`src/rtl/mdc_pkg.sv`:
```
package mdc_pkg;
  localparam int CNT_W  = 16;
  localparam int DATA_W = 8;
  localparam int ADDR_W = 3;
  localparam int PCNT_W = 4;
  localparam int NBYTES = CNT_W / DATA_W;

  localparam logic [ADDR_W-1:0] A_CTRL = 3'd0;
  localparam logic [ADDR_W-1:0] A_FLAG = 3'd1;
  localparam logic [ADDR_W-1:0] A_LOAD = 3'd2;
  localparam logic [ADDR_W-1:0] A_CNT  = 3'd4;

  localparam int B_FORCE = 2;
  localparam int B_EN    = 3;
  localparam int B_IE    = 4;
  localparam int B_FLAG  = 7;

  typedef enum logic [1:0] {PS_DIV1, PS_DIV4, PS_DIV8, PS_DIV16} psel_e;

  // terminal count of the prescaler for a select code
  function automatic logic [PCNT_W-1:0] div_last(input psel_e s);
    case (s)
      PS_DIV1:  return PCNT_W'(0);
      PS_DIV4:  return PCNT_W'(3);
      PS_DIV8:  return PCNT_W'(7);
      default:  return PCNT_W'(15);
    endcase
  endfunction
endpackage

```
`src/rtl/mdc_regs.sv`:
```
module mdc_regs
  import mdc_pkg::*;
(
  input  logic              clk_i,
  input  logic              rst_ni,
  input  logic              wr_en_i,
  input  logic [ADDR_W-1:0] addr_i,
  input  logic [DATA_W-1:0] wdata_i,
  input  logic [CNT_W-1:0]  cnt_i,
  input  logic              set_ev_i,
  output psel_e             sel_o,
  output logic              en_o,
  output logic              ie_o,
  output logic [CNT_W-1:0]  load_o,
  output logic              flag_o,
  output logic              force_ld_o,
  output psel_e             force_sel_o,
  output logic [DATA_W-1:0] rdata_o
);
  logic ctrl_wr, flag_clr;

  assign ctrl_wr     = wr_en_i && (addr_i == A_CTRL);
  assign flag_clr    = wr_en_i && (addr_i == A_FLAG) && wdata_i[B_FLAG];
  assign force_ld_o  = ctrl_wr && wdata_i[B_FORCE] && wdata_i[B_EN];
  assign force_sel_o = psel_e'(wdata_i[1:0]);

  always_ff @(posedge clk_i or negedge rst_ni) begin
    if (!rst_ni) begin
      sel_o <= PS_DIV1;
      en_o  <= 1'b0;
      ie_o  <= 1'b0;
    end else if (ctrl_wr) begin
      sel_o <= psel_e'(wdata_i[1:0]);
      en_o  <= wdata_i[B_EN];
      ie_o  <= wdata_i[B_IE];
    end
  end

  for (genvar b = 0; b < NBYTES; b++) begin : g_load
    localparam logic [ADDR_W-1:0] LA = ADDR_W'(int'(A_LOAD) + b);
    always_ff @(posedge clk_i or negedge rst_ni) begin
      if (!rst_ni)                     load_o[b*DATA_W +: DATA_W] <= '0;
      else if (wr_en_i && addr_i == LA) load_o[b*DATA_W +: DATA_W] <= wdata_i;
    end
  end

  // set beats clear
  always_ff @(posedge clk_i or negedge rst_ni) begin
    if (!rst_ni)       flag_o <= 1'b0;
    else if (set_ev_i) flag_o <= 1'b1;
    else if (flag_clr) flag_o <= 1'b0;
  end

  always_comb begin
    rdata_o = '0;
    if (addr_i == A_CTRL) begin
      rdata_o[1:0]  = sel_o;
      rdata_o[B_EN] = en_o;
      rdata_o[B_IE] = ie_o;
    end
    if (addr_i == A_FLAG) rdata_o[B_FLAG] = flag_o;
    for (int b = 0; b < NBYTES; b++) begin
      if (addr_i == ADDR_W'(int'(A_LOAD) + b)) rdata_o = load_o[b*DATA_W +: DATA_W];
      if (addr_i == ADDR_W'(int'(A_CNT) + b))  rdata_o = cnt_i[b*DATA_W +: DATA_W];
    end
  end
endmodule

```
`src/rtl/mdc_prescaler.sv`:
```
module mdc_prescaler
  import mdc_pkg::*;
(
  input  logic              clk_i,
  input  logic              rst_ni,
  input  logic              en_i,
  input  logic              restart_i,
  input  psel_e             act_sel_i,
  output logic              tick_o,
  output logic [PCNT_W-1:0] pcnt_o
);
  assign tick_o = en_i && (pcnt_o == div_last(act_sel_i));

  always_ff @(posedge clk_i or negedge rst_ni) begin
    if (!rst_ni)                 pcnt_o <= '0;
    else if (restart_i || !en_i) pcnt_o <= '0;
    else if (tick_o)             pcnt_o <= '0;
    else                         pcnt_o <= pcnt_o + PCNT_W'(1);
  end
endmodule

```
`src/rtl/mdc_counter.sv`:
```
module mdc_counter
  import mdc_pkg::*;
(
  input  logic             clk_i,
  input  logic             rst_ni,
  input  logic             en_i,
  input  logic             force_ld_i,
  input  psel_e            force_sel_i,
  input  logic             tick_i,
  input  logic [CNT_W-1:0] load_i,
  input  psel_e            sel_i,
  output logic [CNT_W-1:0] cnt_o,
  output psel_e            act_sel_o,
  output logic             set_ev_o
);
  logic at_zero;

  assign at_zero  = (cnt_o == '0);
  assign set_ev_o = en_i && !force_ld_i && tick_i &&
                    ((cnt_o == CNT_W'(1)) || (at_zero && load_i == '0));

  always_ff @(posedge clk_i or negedge rst_ni) begin
    if (!rst_ni) begin
      cnt_o     <= '1;
      act_sel_o <= PS_DIV1;
    end else if (force_ld_i) begin
      cnt_o     <= load_i;
      act_sel_o <= force_sel_i;
    end else if (!en_i) begin
      cnt_o     <= '1;
    end else if (tick_i) begin
      if (at_zero) begin
        cnt_o     <= load_i;
        act_sel_o <= sel_i;
      end else begin
        cnt_o     <= cnt_o - CNT_W'(1);
      end
    end
  end
endmodule

```
`src/rtl/mdc_timer.sv`:
```
module mdc_timer
  import mdc_pkg::*;
(
  input  logic              clk_i,
  input  logic              rst_ni,
  input  logic              wr_en_i,
  input  logic [ADDR_W-1:0] addr_i,
  input  logic [DATA_W-1:0] wdata_i,
  output logic [DATA_W-1:0] rdata_o,
  output logic              irq_o
);
  psel_e             sel_q, act_sel, force_sel;
  logic              en_q, ie_q, flag_q, force_ld, tick, set_ev;
  logic [CNT_W-1:0]  load_q, cnt_q;
  logic [PCNT_W-1:0] pcnt_q;

  mdc_regs u_regs (
    .clk_i, .rst_ni, .wr_en_i, .addr_i, .wdata_i,
    .cnt_i(cnt_q), .set_ev_i(set_ev),
    .sel_o(sel_q), .en_o(en_q), .ie_o(ie_q), .load_o(load_q), .flag_o(flag_q),
    .force_ld_o(force_ld), .force_sel_o(force_sel), .rdata_o
  );

  mdc_prescaler u_presc (
    .clk_i, .rst_ni, .en_i(en_q), .restart_i(force_ld),
    .act_sel_i(act_sel), .tick_o(tick), .pcnt_o(pcnt_q)
  );

  mdc_counter u_cnt (
    .clk_i, .rst_ni, .en_i(en_q), .force_ld_i(force_ld), .force_sel_i(force_sel),
    .tick_i(tick), .load_i(load_q), .sel_i(sel_q),
    .cnt_o(cnt_q), .act_sel_o(act_sel), .set_ev_o(set_ev)
  );

  assign irq_o = flag_q && ie_q;
endmodule

```
`config.mk`:
```
export PLATFORM = sky130hd
export DESIGN_NAME = mdc_timer
export DESIGN_NICKNAME = d
export VERILOG_FILES = /design/src/rtl/mdc_pkg.sv /design/src/rtl/mdc_regs.sv /design/src/rtl/mdc_prescaler.sv /design/src/rtl/mdc_counter.sv /design/src/rtl/mdc_timer.sv
export SDC_FILE = /design/constraint.sdc
export NUM_CORES = 1
export LEC_CHECK = 0
export CORE_UTILIZATION = 39
export CTS_BUF_LIST = sky130_fd_sc_hd__clkbuf_4
export DETAILED_ROUTE_END_ITERATION = 7
export DONT_BUFFER_PORTS = 1
export GPL_TIMING_DRIVEN = 0
export SLEW_MARGIN = 15
export SYNTH_ARGS = -nofsm -noshare
export SYNTH_HDL_FRONTEND = slang
export SYNTH_SLANG_ARGS = --single-unit
```
`constraint.sdc`:
```
create_clock -name clk_i -period 6.9 [get_ports clk_i]
set_input_delay 2.07 -clock clk_i [delete_from_list [all_inputs] [get_ports clk_i]]
set_output_delay 2.07 -clock clk_i [all_outputs]
set_load 0.1 [all_outputs]
```
==> impl_results.md <==
* Placed Cells at roughly 380
* DR WL/cell at 20.49 um
* Latest clock arrival within the worst-skew pair at 0.38 ns
* RSZ-0062 raised after global routing: false
* Worst slack, placed at 0.6751 ns
* Final HPWL DP at between 5 and 6 mm
* CP max FO at 10
* Synthesized instance count at about 290
* Initial antenna violation count at 0
* Clock H-tree levels at 2
* Post-synthesis cell area at about 2800 um^2
* Hold Buf Count CTS at 0
* WL final at 7.991 mm
* Post-synth EDFFs at 0
* RePlAce Congestion at 0.9223
* Flop2flop setup slack at 4.59 ns
* Clk sinks at 43
* Die Span Y at 87.42 um
* Syn_nets at 304
* Grt ovf at 0
* DRC viols at 0
* Layout area overhead at 8.091%
* Commonest cells in the netlist: nor2_1, dfrtp_1, nand2_1, a21oi_1, dfstp_2
* Vias in the first global route at 2344
* First-pass DRT Iterations at 5
* ANT cells at 0
* CTS Buf Count at 5
* Fraction of registers with async set/reset at 100.0%
* Syn avg cell area at 9.948 um^2
* Setup crit start kind: input port
* Min Tclk post-route at between 6 and 7 ns
* Crit. Startpoint: addr_i[1]
* First-pass GRT wire length at 13.17 mm
* Worst Setup End Kind: primary output
* Vias at 2401
* Clk slew on worst S/H paths at 0.14 ns
* Pwr dens at between 200 and 300 nW/um^2
* Layout Skew at 0.01125 ns
* Final hold violation count at 0
* CP endpoint: rdata_o[3]
* Register-to-Register Path Depth at 7
* Clock Tree Buf Depth at 2
* LEAKAGE at 1.223 nW
* Initial drt markers at just over 200
* Largest cells by area after synthesis: dfrtp_1, dfstp_2, nor2_1
* Critical path required time at 4.83 ns
* Final Max Slew Viols at 0
* Global Route Usage Sum at 23.21%
* Max-cap violations at 0
* Fin cells at 390
* Layout cells sized above 1 at between 20% and 30%
* Outcome: finished, final reports clean
* Tightest Hold Check Type: reg -> reg
* Die area at approximately 7600 um^2
* Site row count at 30
* TNS Setup at 0 ns
* RR Startpoint: u_cnt.cnt_o[0]
* Antenna-violating nets left at 0
* Synth cell types at 71
* Largest net degree at the start of global routing at 44
* Final setup vio count at 0
* Root Driver: clkbuf_4
* CTS tree: built
* WS Path Type: in -> out
* Post-DR vias/cell at 6.156
* Final setup margin at 0.6430 ns
* FF+latch count, synth at 43
* Fill cells at approximately 700
* Synth warnings at 0
* Die W at 87.42 um
* Sequential share of the synthesized area at 38.52%
* Crit path DAT at 4.19 ns
* Post-CTS setup buffers at 0
* Initial Utilization at 41.20%
* Top-count cell post-synth: nor2_1
* Synth Flop Type: dfrtp_1
* # IOs at 23
* PostCTS Resize Cnt at 0
* I/O Buffers at 0
* Worst slew pin tran at around 1.2 ns
* Post-synth top area cell: dfrtp_1
* Synth top area share at 23.75%
* Fmax at around 160 MHz
* Max IR drop VDD at ~0.14 mV
* Placeable Area at 6907 um^2
* Reg2reg end: u_cnt.cnt_o[15]
* Slew headroom at between 10% and 20%
* Final period util at around nine tenths
* Final net count at 311
[cells by family (layout without fill, tap and decap cells)]
logic type	Yosys count	count (layout)	synth area share (%)
AND/OR/NAND/NOR	109	109	22.96
AO/OA/AOI/OAI	80	80	21.51
multiplexers	23	23	8.795
buffers and inverters	19	27	4.002
adder cells (fa/ha/maj)	4	4	1.759
flip-flops	43	43	38.52
XOR/XNOR	8	8	2.463
[metal layers]
metal  global-route usage (%)  up-vias  wire, um  part of all wire (%)
li1                         -     1109         -                     -
met5                        0        -         0                     0
met4                    5.663        0       140                   1.8
met3                    5.024       17       703                   8.8
met2                    34.23       99      3534                    44
met1                    34.32     1176      3614                    45
[critical path, stage by stage]
cell	delay, ns
buf_2	0.21
nor2b_1	0.15
clkbuf_1	0.25
clkbuf_1	0.38
a22oi_1	0.19
a21oi_2	0.92
[power breakdown]
group,internal [W],switching [W],total [W]
registers,0.000304,0.0000725,0.000376
clock network,0.0000775,0.0000948,0.000172
logic,0.0000833,0.000142,0.000225
total,0.000465,0.000309,0.000774
[cell usage in the layout (no fill, tap or decap), drive strengths merged, types with 2 or more instances in the layout]
| cell | count |
|---|---|
| and4 | 2 |
| nand3 | 6 |
| and3 | 8 |
| mux2i | 7 |
| a211o | 2 |
| o2bb2ai | 2 |
| o21ai | 11 |
| inv | 6 |
| ha | 4 |
| xor2 | 5 |
| a22oi | 5 |
| clkbuf | 15 |
| xnor2 | 3 |
| a211oi | 6 |
| a21oi | 17 |
| nor2 | 34 |
| nand2 | 22 |
| o22ai | 4 |
| dfrtp | 27 |
| buf | 4 |
| nor4b | 2 |
| a221o | 3 |
| a21o | 5 |
| nor3 | 9 |
| nor4 | 8 |
| o211ai | 4 |
| dfstp | 16 |
| nand4 | 6 |
| a222oi | 3 |
| or4 | 3 |
| a31o | 3 |
| a221oi | 5 |
| mux2 | 16 |
| nor2b | 3 |
[worst min path at each step]
stage / startpoint / end / slack, ns / depth (start not counted)
finish: u_regs.ie_o / u_regs.ie_o / 0.52 / 2
global route: u_regs.ie_o / u_regs.ie_o / 0.56 / 2
CTS: u_regs.ie_o / u_regs.ie_o / 0.52 / 2
detailed placement: u_regs.ie_o / u_regs.ie_o / 0.49 / 2
global placement: u_regs.ie_o / u_regs.ie_o / 0.49 / 2
floorplan: u_regs.ie_o / u_regs.ie_o / 0.46 / 2
[metrics by stage]
stage / total power (W) / hold slack, ns / utilization, % / area (um^2)
2_1_floorplan: 0.0005382 / 0.4586 / - / 2845
3_3_place_gp: 0.0005985 / 0.4857 / 42.93 / 2965
3_5_place_dp: 0.0006050 / 0.4870 / 43.32 / 2992
4_1_cts: 0.0007775 / 0.5181 / 44.53 / 3075
5_1_grt: 0.0008140 / 0.5589 / 44.53 / 3075
6_report: 0.0007737 / 0.5162 / 44.53 / 3075
[registers in the layout (all words and copies together) (netlist names)]
register and flops:
u_cnt.cnt_o 16, u_regs.load_o 16, u_presc.pcnt_o 4, u_cnt.act_sel_o 2
u_regs.sel_o 2, u_regs.en_o 1, u_regs.flag_o 1, u_regs.ie_o 1
[area by class of cell]
class | instances | area, um^2 | share of cell area [%]
clock buffer | 5 | 37.54 | 1.221
tap | 96 | 120.1 | 3.906
inverter | 5 | 18.77 | 0.6103
buffer | 14 | 95.09 | 3.092
sequential | 43 | 1096 | 35.64
clock inverter | 3 | 46.29 | 1.505
multi-input combinational | 224 | 1662 | 54.03
No activity file was read; power rests on OpenSTA's default activity.
